--- src/rtl/bank_out_pkg.sv ---
package bank_out_pkg;
  parameter int unsigned BANK_W = 2;
  localparam int unsigned OUT_W  = 2 * BANK_W;
  localparam int unsigned INFO_W = OUT_W;
  localparam int unsigned SEL_BIT = BANK_W;
  localparam int unsigned LEG_W  = OUT_W - 1;

  typedef enum logic [1:0] {
    MODE_LEGACY = 2'd0,
    MODE_SPLIT  = 2'd1,
    MODE_PAR    = 2'd2
  } map_mode_e;

  function automatic map_mode_e pick_mode(input logic quad, input logic par);
    if (!quad)    return MODE_LEGACY;
    else if (par) return MODE_PAR;
    else          return MODE_SPLIT;
  endfunction
endpackage

--- src/rtl/bank_call_decode.sv ---
module bank_call_decode
  import bank_out_pkg::*;
(
  input  logic              take,
  input  logic [LEG_W-1:0]  info_low,
  input  logic              quad_en,
  input  logic              par_en,
  input  logic [BANK_W-1:0] shadow_q,
  output logic [OUT_W-1:0]  port_we,
  output logic [OUT_W-1:0]  port_nxt,
  output logic              shadow_ld,
  output logic [BANK_W-1:0] shadow_nxt,
  output logic              evt
);
  map_mode_e mode;
  logic sel;
  logic [BANK_W-1:0] payload;

  assign mode    = pick_mode(quad_en, par_en);
  assign sel     = info_low[SEL_BIT];
  assign payload = info_low[BANK_W-1:0];
  assign shadow_nxt = payload;

  always_comb begin
    port_we   = '0;
    port_nxt  = '0;
    shadow_ld = 1'b0;
    evt       = 1'b0;
    if (take) begin
      unique case (mode)
        MODE_LEGACY: begin
          port_we[LEG_W-1:0]  = '1;
          port_nxt[LEG_W-1:0] = info_low;
          evt = 1'b1;
        end
        MODE_SPLIT: begin
          evt = 1'b1;
          if (sel) begin
            port_we[OUT_W-1:BANK_W]  = '1;
            port_nxt[OUT_W-1:BANK_W] = payload;
          end else begin
            port_we[BANK_W-1:0]  = '1;
            port_nxt[BANK_W-1:0] = payload;
          end
        end
        MODE_PAR: begin
          if (sel) begin
            shadow_ld = 1'b1;
          end else begin
            port_we  = '1;
            port_nxt = {shadow_q, payload};
            evt = 1'b1;
          end
        end
        default: begin
          port_we = '0;
        end
      endcase
    end
  end
endmodule

--- src/rtl/bank_shadow_reg.sv ---
module bank_shadow_reg #(
  parameter int unsigned W = 2
) (
  input  logic         clk,
  input  logic         rst_n,
  input  logic         ld,
  input  logic [W-1:0] d,
  output logic [W-1:0] q
);
  always_ff @(posedge clk or negedge rst_n) begin
    if (!rst_n)  q <= '0;
    else if (ld) q <= d;
  end

  AST_SHADOW_ONLY_ON_LOAD: assert property (@(posedge clk) disable iff (!rst_n)
    !ld |=> $stable(q));
endmodule

--- src/rtl/bank_port_reg.sv ---
module bank_port_reg #(
  parameter int unsigned W = 4
) (
  input  logic         clk,
  input  logic         rst_n,
  input  logic [W-1:0] we,
  input  logic [W-1:0] nxt,
  output logic [W-1:0] q
);
  for (genvar b = 0; b < W; b++) begin : g_bit
    always_ff @(posedge clk or negedge rst_n) begin
      if (!rst_n)     q[b] <= 1'b0;
      else if (we[b]) q[b] <= nxt[b];
    end
  end
endmodule

--- src/rtl/bank_out_map.sv ---
module bank_out_map
  import bank_out_pkg::*;
(
  input  logic              clk,
  input  logic              rst_n,
  input  logic              call_valid,
  output logic              call_ready,
  input  logic [INFO_W-1:0] call_info,
  input  logic              quad_en,
  input  logic              par_en,
  output logic [OUT_W-1:0]  data_out,
  output logic              data_strobe
);
  logic take;
  logic [OUT_W-1:0] port_we, port_nxt;
  logic shadow_ld, evt;
  logic [BANK_W-1:0] shadow_nxt, shadow_q;
  logic unused_tag;

  assign unused_tag = call_info[INFO_W-1];

  always_ff @(posedge clk or negedge rst_n) begin
    if (!rst_n) call_ready <= 1'b0;
    else        call_ready <= 1'b1;
  end

  assign take = call_valid && call_ready;

  bank_call_decode u_dec (
    .take       (take),
    .info_low   (call_info[LEG_W-1:0]),
    .quad_en    (quad_en),
    .par_en     (par_en),
    .shadow_q   (shadow_q),
    .port_we    (port_we),
    .port_nxt   (port_nxt),
    .shadow_ld  (shadow_ld),
    .shadow_nxt (shadow_nxt),
    .evt        (evt)
  );

  bank_shadow_reg #(.W(BANK_W)) u_shadow (
    .clk (clk), .rst_n (rst_n), .ld (shadow_ld), .d (shadow_nxt), .q (shadow_q)
  );

  bank_port_reg #(.W(OUT_W)) u_ports (
    .clk (clk), .rst_n (rst_n), .we (port_we), .nxt (port_nxt), .q (data_out)
  );

  always_ff @(posedge clk or negedge rst_n) begin
    if (!rst_n) data_strobe <= 1'b0;
    else        data_strobe <= evt;
  end

  AST_IDLE_NO_STROBE: assert property (@(posedge clk) disable iff (!rst_n)
    !call_valid |=> !data_strobe && $stable(data_out));
  AST_LEGACY_TOP_KEPT: assert property (@(posedge clk) disable iff (!rst_n)
    (take && !quad_en) |=> $stable(data_out[OUT_W-1]) && data_strobe);
  AST_SPLIT_LOW_KEEPS_HIGH: assert property (@(posedge clk) disable iff (!rst_n)
    (take && quad_en && !par_en && !call_info[SEL_BIT]) |=> $stable(data_out[OUT_W-1:BANK_W]));
  AST_SPLIT_HIGH_KEEPS_LOW: assert property (@(posedge clk) disable iff (!rst_n)
    (take && quad_en && !par_en && call_info[SEL_BIT]) |=> $stable(data_out[BANK_W-1:0]));
  AST_STROBE_FROM_CALL: assert property (@(posedge clk) disable iff (!rst_n)
    data_strobe |-> $past(take));
  AST_PAR_HOLD_SILENT: assert property (@(posedge clk) disable iff (!rst_n)
    (take && quad_en && par_en && call_info[SEL_BIT]) |=> !data_strobe && $stable(data_out));
  AST_PAR_LOW_FIRES: assert property (@(posedge clk) disable iff (!rst_n)
    (take && quad_en && par_en && !call_info[SEL_BIT]) |=> data_strobe);
endmodule

--- config.mk ---
export PLATFORM = sky130hd
export DESIGN_NAME = bank_out_map
export DESIGN_NICKNAME = d
export VERILOG_FILES = /design/src/rtl/bank_out_pkg.sv /design/src/rtl/bank_call_decode.sv /design/src/rtl/bank_shadow_reg.sv /design/src/rtl/bank_port_reg.sv /design/src/rtl/bank_out_map.sv
export SDC_FILE = /design/constraint.sdc
export NUM_CORES = 1
export LEC_CHECK = 0
export ABC_AREA = 1
export BUFFER_PORTS_ARGS = -buffer_cell sky130_fd_sc_hd__buf_4
export CAP_MARGIN = 20
export CORE_AREA = 8 8 45 47
export DETAILED_ROUTE_END_ITERATION = 10
export DIE_AREA = 0 0 53 55
export PLACE_DENSITY = 0.61
export SYNTH_ARGS = -nofsm -noshare
export SYNTH_HDL_FRONTEND = slang
export SYNTH_SLANG_ARGS = --single-unit
export TNS_END_PERCENT = 30
--- constraint.sdc ---
create_clock -name clk -period 1.01 [get_ports clk]
set_clock_uncertainty 0.2 [all_clocks]
set_input_delay 0 -clock clk [delete_from_list [all_inputs] [get_ports clk]]
set_output_delay 0 -clock clk [all_outputs]
set_load 0.05 [all_outputs]
==> metrics.md, run 1 <==
| Metric | Value |
|---|---|
| Yosys warnings | 0 |
| GPL Wtd Cong | 0.768 |
| Fin crit share | 1.06 |
| Max Slew Vio Count | 0 |
| Number of CTS-inserted buffers | 3 |
| Static Leak | 0.331 nW |
| FMAX | 934 MHz |
| Sw Share | 0.356 |
| CTS Sinks | 8 |
| WHS | -0.138 ns |
| Drt total wl | 1.01 mm |
| Die height | 55 um |
| Sw Pwr | 0.360 mW |
| Crit path required time | 1.00 ns |
| Largest net degree at the start of global routing | 9 |
| Clk buf depth | 2 |
| Crit start category | flip-flop |
| H-tree Lvls | 1 |
| Max Cap Viol | 0 |
| Cells after Synth | 51 |
| Core Region | 0.00138 sq mm |
| FF+latch count, synth | 8 |
| Share of layout cells above drive strength 1 | 0.417 |
| Layout area overhead | 65.0% |
| Synth Net Count | 60 |
| Post-synth top area share | 0.518 |
| Std cell rows | 14 |
| Port bufs | 13 |
| Initial core utilization | 0.279 |
| Worst EP arrival | 1.06 ns |
| Antenna-violating nets left | 0 |
| Overall die width | 53 um |
| Skew-Pair Late Insertion Delay | 0.26 ns |
| Antenna Cells | 0 |
| CTS tree | yes |
| Placement Cell Area | 523 sq um |
| Status | finished with violations |
| Fin. Hold Viols | 7 |
| Mapped cell area | 387 sq um |
| DR vias | 390 |
| Root buf cell | clkbuf_4 |
| RSZ-0062 raised after global routing | yes |
| Final core utilization | 0.461 |
| Syn_area_per_cell | 7.58 sq um |
| Global-route wire length before repair | 1.80 mm |
| Library cell with the largest summed area after synthesis | dfrtp_1 |
| Initial drt markers | 11 |
| Worst IR Drop VDD | 0.000756 V |
| Global Route Usage Sum | 0.0884 |
| Seq pwr share | 0.398 |
| Final Net Count | 82 |
| Combinational share of power | 0.333 |
| Violated checks | negative hold slack, negative setup slack |
| Worst slack at placement | -0.0467 ns |
| Layout Cell Area excl Fill | 638 sq um |
| Antenna violations before repair | 0 |
| I/O Pins | 15 |
| Final setup viols | 10 |
| HPWL Detailed | 734 um |
| CP Capture Type | flip-flop |
| Clock transition at path regs | 0.06 ns |
| PwrDens | 1580 mW/mm^2 |
| Crit Path Max Fanout | 7 |
| DRT Pass-1 Iters | 3 |
| Final worst slack | -0.0608 ns |
| Internal power | 0.651 mW |
| Vias in the first global route | 399 |
| Worst min path class | input port to flip-flop |
| DRC | 0 |
| Vias per cell | 4.43 |
| Yosys cell types | 13 |
| Critical path type | flip-flop to flip-flop |
| Synth top area cells | dfrtp_1 (52%), nand2_1 (20%), inv_1 (5.8%) |
| GRT Residual Overflow | 0 |
| Die Area | 0.00292 sq mm |
| Clk pwr share | 0.269 |
| Post-synthesis sequential area ratio | 0.518 |
| Total power | 1.01 mW |
| Fin crit period | 1.07 ns |
| Routed WL per cell | 11.5 um |
[power groups by stage]
stage	clock, mW	sequential [mW]	combinational [mW]
after floorplan	0	0.503	0.0750
after global placement	0	0.396	0.285
after detailed placement	0	0.396	0.288
after CTS	0.285	0.396	0.317
after global routing	0.315	0.409	0.366
final	0.272	0.402	0.336
[layer usage]
| layer | part of all wire | vias up | track usage |
|---|---|---|---|
| met2 | 0.43 | 13 | 0.131 |
| met1 | 0.43 | 170 | 0.0923 |
| li1 | - | 202 | - |
| met3 | 0.10 | 5 | 0.0428 |
| met5 | 0 | - | 0 |
| met4 | 0.038 | 0 | 0.0776 |
[flip-flops by register name, summed over array words and instances (netlist names)]
signal	flops
u_shadow.q	2
u_ports.q	4
call_ready	1
data_strobe	1
[per-stage QoR]
step / TNS, ns / std cells
floorplan: -1.11 / 51
global placement: -0.0893 / 80
detailed placement: -0.210 / 80
CTS: -0.358 / 88
global route: -0.995 / 88
finish: -0.369 / 88
[path summary, 6_finish.rpt]
path,cells after the start,to,from,slack (ns)
hold reg to reg,2,u_shadow.q[1]$_DFFE_PN0P_,u_shadow.q[1]$_DFFE_PN0P_,0.28
min in group asynchronous,3,call_ready$_DFF_PN0_,rst_n,0.44
setup reg to reg,5,u_ports.q[0]$_DFFE_PN0P_,call_ready$_DFF_PN0_,-0.06
hold / removal,4,data_strobe$_DFF_PN0_,call_info[2],-0.14
max in group asynchronous,3,call_ready$_DFF_PN0_,rst_n,0.05
setup / recovery,5,u_ports.q[0]$_DFFE_PN0P_,call_ready$_DFF_PN0_,-0.06
[cells in the final DEF, fill, tap and decap left out]
master / count
o21ai_1: 1
dfrtp_2: 1
nand2_2: 6
inv_1: 6
conb_1: 1
clkinv_2: 1
clkbuf_1: 1
buf_6: 6
nand4_1: 2
buf_4: 7
nand3_4: 1
dlygate4sd3_1: 4
o21ai_2: 3
nand2_1: 15
nand3_1: 4
nor2_1: 1
clkbuf_4: 3
nand2_4: 1
dfrtp_1: 7
clkinv_4: 1
[synth_stat cells, drive strengths merged]
master	number
nor2	1
nand3	5
nand4	2
inv	6
conb	1
clkinv	2
nand2	22
o21ai	4
dfrtp	8
[timing repair]
action / CTS / global route
endpoints found under the setup margin: 11 / 18
gates resized for setup: 5 / 9
hold endpoints to repair: 15 / 7
hold buffers: 4 / 1
buffers inserted: 0 / 0
pin swaps: 2 / 2
[logic make-up (layout without fill, tap and decap cells)]
group,after synthesis,after routing,share of synthesized area
AO/OA/AOI/OAI,4,4,0.0518
buffers and inverters,8,29,0.0809
flip-flops,8,8,0.518
other,1,1,0.00970
AND/OR/NAND/NOR,30,30,0.340
[critical path, cell delays in order, from the launching register on]
cell,delay [ns]
dfrtp_2,0.40
nand2_2,0.09
clkinv_4,0.09
nand2_4,0.10
nand2_2,0.04
o21ai_1,0.07
[cell type report]
type                            count  area (sq um)
Timing Repair Buffer               17           160
Inverter                            8          36.3
Fill cell                         138           746
Multi-Input combinational cell     35           194
Sequential cell                     8           201
Tap cell                           16          20.0
Clock buffer                        4          26.3
(Power assumes the default switching activity.)
==> run 2, diff against run 1 <==
- PLACE_DENSITY: 0.61 -> default
- RECOVER_POWER: default -> 100
==> metrics.md, run 2 (synthesized netlist as in run 1, its figures left out) <==
| Metric | Value |
|---|---|
| Global-route wire length before repair | 1.76 mm |
| Final core utilization | 0.443 |
| Crit path required time | 0.81 ns |
| Layout Cell Area excl Fill | 613 sq um |
| Final Net Count | 82 |
| FMAX | 949 MHz |
| Layout area overhead | 58.6% |
| Crit start category | flip-flop |
| Initial core utilization | 0.279 |
| Core Region | 0.00138 sq mm |
| Initial drt markers | 6 |
| GRT Residual Overflow | 0 |
| DRC | 0 |
| Vias per cell | 4.42 |
| Root buf cell | clkbuf_4 |
| Final worst slack | -0.0432 ns |
| Fin crit share | 1.04 |
| Worst IR Drop VDD | 0.000686 V |
| Crit path max-delay family | flip-flops |
| CTS Sinks | 8 |
| Largest registers | u_ports.q: 4 flops, u_shadow.q: 2 flops |
| Port bufs | 13 |
| Antenna Cells | 0 |
| Critical path type | flip-flop to primary output |
| Antenna violations before repair | 0 |
| WHS | -0.151 ns |
| Skew-Pair Late Insertion Delay | 0.26 ns |
| Worst min path class | input port to flip-flop |
| Placement Cell Area | 523 sq um |
| DRT Pass-1 Iters | 4 |
| Overall die width | 53 um |
| Slowest-stage cell, CP | dfrtp_2 |
| Hold Path Depth | 4 |
| Clock transition at path regs | 0.06 ns |
| PwrDens | 1620 mW/mm^2 |
| Status | finished with violations |
| Die height | 55 um |
| Antenna-violating nets left | 0 |
| Worst EP arrival | 0.85 ns |
| Static Leak | 0.324 nW |
| Max Cap Viol | 0 |
| Routed WL per cell | 10.7 um |
| Crit Path Max Fanout | 2 |
| Max Slew Vio Count | 0 |
| Most common cell after layout, fill and taps aside | nand2_1 |
| Worst slack at placement | -0.0485 ns |
| Max reg flops | 4 |
| Final setup viols | 9 |
| GPL Wtd Cong | 0.759 |
| Top reg by flops | u_ports.q |
| CP Capture Type | primary output |
| Global Route Usage Sum | 0.0834 |
| CP Cell Sequence | buf_4 |
| Max incr delay on CP | 0.40 ns |
| Most frequent cells in the layout | nand2_1 (18), dfrtp_1 (7), buf_4 (7) |
| RSZ-0062 raised after global routing | yes |
| Std cell rows | 14 |
| Post-CTS setup buffers | 0 |
| Worst Path Buf+Inv | 1 |
| CTS tree | yes |
| Drt total wl | 942 um |
| Largest net degree at the start of global routing | 9 |
| Share of layout cells above drive strength 1 | 0.333 |
| Cells on worst reg2reg path | 5 |
| Fin. Hold Viols | 7 |
| Number of CTS-inserted buffers | 3 |
| Violated checks | negative hold slack, negative setup slack |
| Fin crit period | 1.05 ns |
| Clk buf depth | 2 |
| DR vias | 389 |
| Vias in the first global route | 382 |
| H-tree Lvls | 1 |
| Critical path depth | 1 |
| I/O Pins | 15 |
| HPWL Detailed | 710 um |
| Die Area | 0.00292 sq mm |
run 2: final timing paths:
| path | slack [ns] | end | from |
|---|---|---|---|
| setup / recovery | -0.04 | call_ready | call_ready$_DFF_PN0_ |
| hold / removal | -0.15 | data_strobe$_DFF_PN0_ | call_info[2] |
| setup reg to reg | -0.04 | u_shadow.q[1]$_DFFE_PN0P_ | call_ready$_DFF_PN0_ |
| hold reg to reg | 0.29 | u_ports.q[3]$_DFFE_PN0P_ | u_ports.q[3]$_DFFE_PN0P_ |
| max in group asynchronous | 0.22 | call_ready$_DFF_PN0_ | rst_n |
| min in group asynchronous | 0.19 | u_ports.q[3]$_DFFE_PN0P_ | rst_n |
run 2: tightest hold or removal path: stages:
cell and delay (ns):
buf_4 0.10, nand3_1 0.08, nand2_1 0.06, inv_1 0.03
run 2: routing by layer:
layer	vias up	track usage	share of wire
li1	199	-	-
met1	173	0.0938	0.41
met2	13	0.123	0.44
met3	4	0.0348	0.11
met4	0	0.0647	0.037
met5	-	0	0
run 2: metrics by stage:
stage / total power, mW / setup TNS (ns) / instances
5_1_grt: 1.05 / -0.852 / 88
4_1_cts: 1.00 / -0.297 / 89
2_1_floorplan: 0.578 / -1.11 / 51
3_5_place_dp: 0.685 / -0.169 / 80
3_3_place_gp: 0.681 / -0.0879 / 80
6_report: 0.994 / -0.204 / 88
run 2: area by class of cell:
cell class                      count  area [sq um]
Fill cell                         138           771
Sequential cell                     8           201
Multi-Input combinational cell     35           175
Timing Repair Buffer               17           154
Inverter                            8          36.3
Clock buffer                        4          26.3
Tap cell                           16          20.0
run 2: report_power, final:
group	total, mW	internal, mW	switching (mW)
Sequential	0.399	0.368	0.0310
Clock	0.279	0.152	0.127
Combinational	0.316	0.120	0.196
run 2: timing repair:
action / in CTS / in global routing
endpoints found under the hold margin: 15 / 7
resized for setup: 5 / 4
setup endpoints to repair: 11 / 21
pin swaps: 2 / 0
hold buffers: 5 / 1
==> run 3, diff against run 2 <==
--- a/config.mk
+++ b/config.mk
@@ -12,4 +12,6 @@
 export DETAILED_ROUTE_END_ITERATION = 10
 export DIE_AREA = 0 0 53 55
+export GPL_ROUTABILITY_DRIVEN = 0
+export PLACE_DENSITY = 0.54
 export RECOVER_POWER = 100
 export SYNTH_ARGS = -nofsm -noshare
==> constraint.sdc (replaced) <==
create_clock -name clk -period 1.01 [get_ports clk]
set_clock_uncertainty 0.2 [all_clocks]
set_input_delay 0.202 -clock clk [delete_from_list [all_inputs] [get_ports clk]]
set_output_delay 0.202 -clock clk [all_outputs]
set_load 0.05 [all_outputs]
==> metrics.md, run 3 (synthesized netlist as in run 1, its figures left out) <==
| Metric | Value |
|---|---|
| DR vias | 384 |
| Final setup viols | 13 |
| Overall die width | 53 um |
| Max reg flops | 4 |
| Max incr delay on CP | 0.41 ns |
| Placement Cell Area | 538 sq um |
| Clk buf depth | 2 |
| Root buf cell | clkbuf_4 |
| Largest registers | u_ports.q: 4 flops, u_shadow.q: 2 flops |
| Global Route Usage Sum | 0.0682 |
| Port bufs | 13 |
| Total negative slack | -1.80 ns |
| Max Cap Viol | 0 |
| Share of layout cells above drive strength 1 | 0.384 |
| GRT Residual Overflow | 0 |
| Crit path max-delay family | flip-flops |
| DRT Pass-1 Iters | 2 |
| Layout Cell Area excl Fill | 628 sq um |
| Number of CTS-inserted buffers | 3 |
| CP Cell Sequence | buf_8 |
| Crit start category | flip-flop |
| FMAX | 820 MHz |
| Static Leak | 0.340 nW |
| Antenna Cells | 0 |
| Most frequent cells in the layout | nand2_1 (18), buf_4 (10), dfrtp_1 (7) |
| Critical path type | flip-flop to primary output |
| Slowest-stage cell, CP | dfrtp_2 |
| Fin crit share | 1.21 |
| Vias per cell | 4.31 |
| Worst EP arrival | 0.82 ns |
| Antenna violations before repair | 0 |
| Core Region | 0.00138 sq mm |
| HPWL Detailed | 708 um |
| Placed Cells | 82 |
| Drt total wl | 913 um |
| Fin. Hold Viols | 0 |
| H-tree Lvls | 1 |
| Global-route wire length before repair | 1.46 mm |
| Final std cells w/o fill | 89 |
| Antenna-violating nets left | 0 |
| Largest net degree at the start of global routing | 9 |
| CTS tree | yes |
| Std cell rows | 14 |
| Initial drt markers | 7 |
| Status | finished with violations |
| Fin crit period | 1.22 ns |
| PwrDens | 1590 mW/mm^2 |
| Worst Path Buf+Inv | 1 |
| Layout area overhead | 62.5% |
| Routed WL per cell | 10.3 um |
| WHS | 0.0276 ns |
| Clock transition at path regs | 0.06 ns |
| Die height | 55 um |
| CTS Sinks | 8 |
| Crit path required time | 0.61 ns |
| Violated checks | negative setup slack |
| DRC | 0 |
| Skew-Pair Late Insertion Delay | 0.25 ns |
| Initial core utilization | 0.279 |
| Crit Path Max Fanout | 2 |
| CP Capture Type | primary output |
| Final worst slack | -0.210 ns |
| I/O Pins | 15 |
| Max Slew Vio Count | 0 |
| Die Area | 0.00292 sq mm |
| RSZ-0062 raised after global routing | yes |
| Top reg by flops | u_ports.q |
| Vias in the first global route | 336 |
| Final Net Count | 83 |
| Worst IR Drop VDD | 0.000764 V |
| Worst min path class | input port to flip-flop |
| Most common cell after layout, fill and taps aside | nand2_1 |
[run 3: final timing paths]
path / startpoint / endpoint / slack [ns] / depth (start not counted)
min reg2reg: u_ports.q[3]$_DFFE_PN0P_ / u_ports.q[3]$_DFFE_PN0P_ / 0.29 / 2
max: call_ready$_DFF_PN0_ / call_ready / -0.21 / 1
max in group asynchronous: rst_n / call_ready$_DFF_PN0_ / 0.28 / 2
min: call_info[0] / u_ports.q[0]$_DFFE_PN0P_ / 0.03 / 3
max reg2reg: call_ready$_DFF_PN0_ / u_shadow.q[0]$_DFFE_PN0P_ / -0.12 / 6
min in group asynchronous: rst_n / u_ports.q[0]$_DFFE_PN0P_ / 0.14 / 2
[run 3: report_power, final]
part	leakage [nW]	internal (mW)	switching (mW)
Combinational	0.225	0.131	0.200
Clock	0.0150	0.152	0.116
Sequential	0.0998	0.368	0.0289
Total	0.340	0.650	0.346
[run 3: what timing repair did]
action / 4_1_cts / 5_1_grt
pin swaps: 1 / 1
setup endpoints to repair: 12 / 13
hold buffers: 1 / 0
setup buffers: 2 / 0
endpoints found under the hold margin: 8 / 0
gates resized for setup: 8 / 3
[run 3: cell type report]
| cell class | count | area, sq um |
|---|---|---|
| Timing Repair Buffer | 18 | 161 |
| Fill cell | 150 | 756 |
| Tap cell | 16 | 20.0 |
| Sequential cell | 8 | 201 |
| Multi-Input combinational cell | 35 | 180 |
| Clock buffer | 4 | 26.3 |
| Inverter | 8 | 38.8 |
[run 3: per-stage QoR]
stage                     setup WS (ns)  total power [mW]  utilization
after floorplan                  -0.172             0.578            -
after global placement          -0.0376             0.687        0.389
after detailed placement        -0.0358             0.689        0.389
after CTS                        -0.222              1.01        0.448
after global routing             -0.232              1.06        0.454
final                            -0.210             0.996        0.454
[run 3: metal layers]
layer	wire length, um	global-route usage
met1	370	0.0742
met2	424	0.105
met3	105	0.0428
met4	12	0.0259
met5	0	0
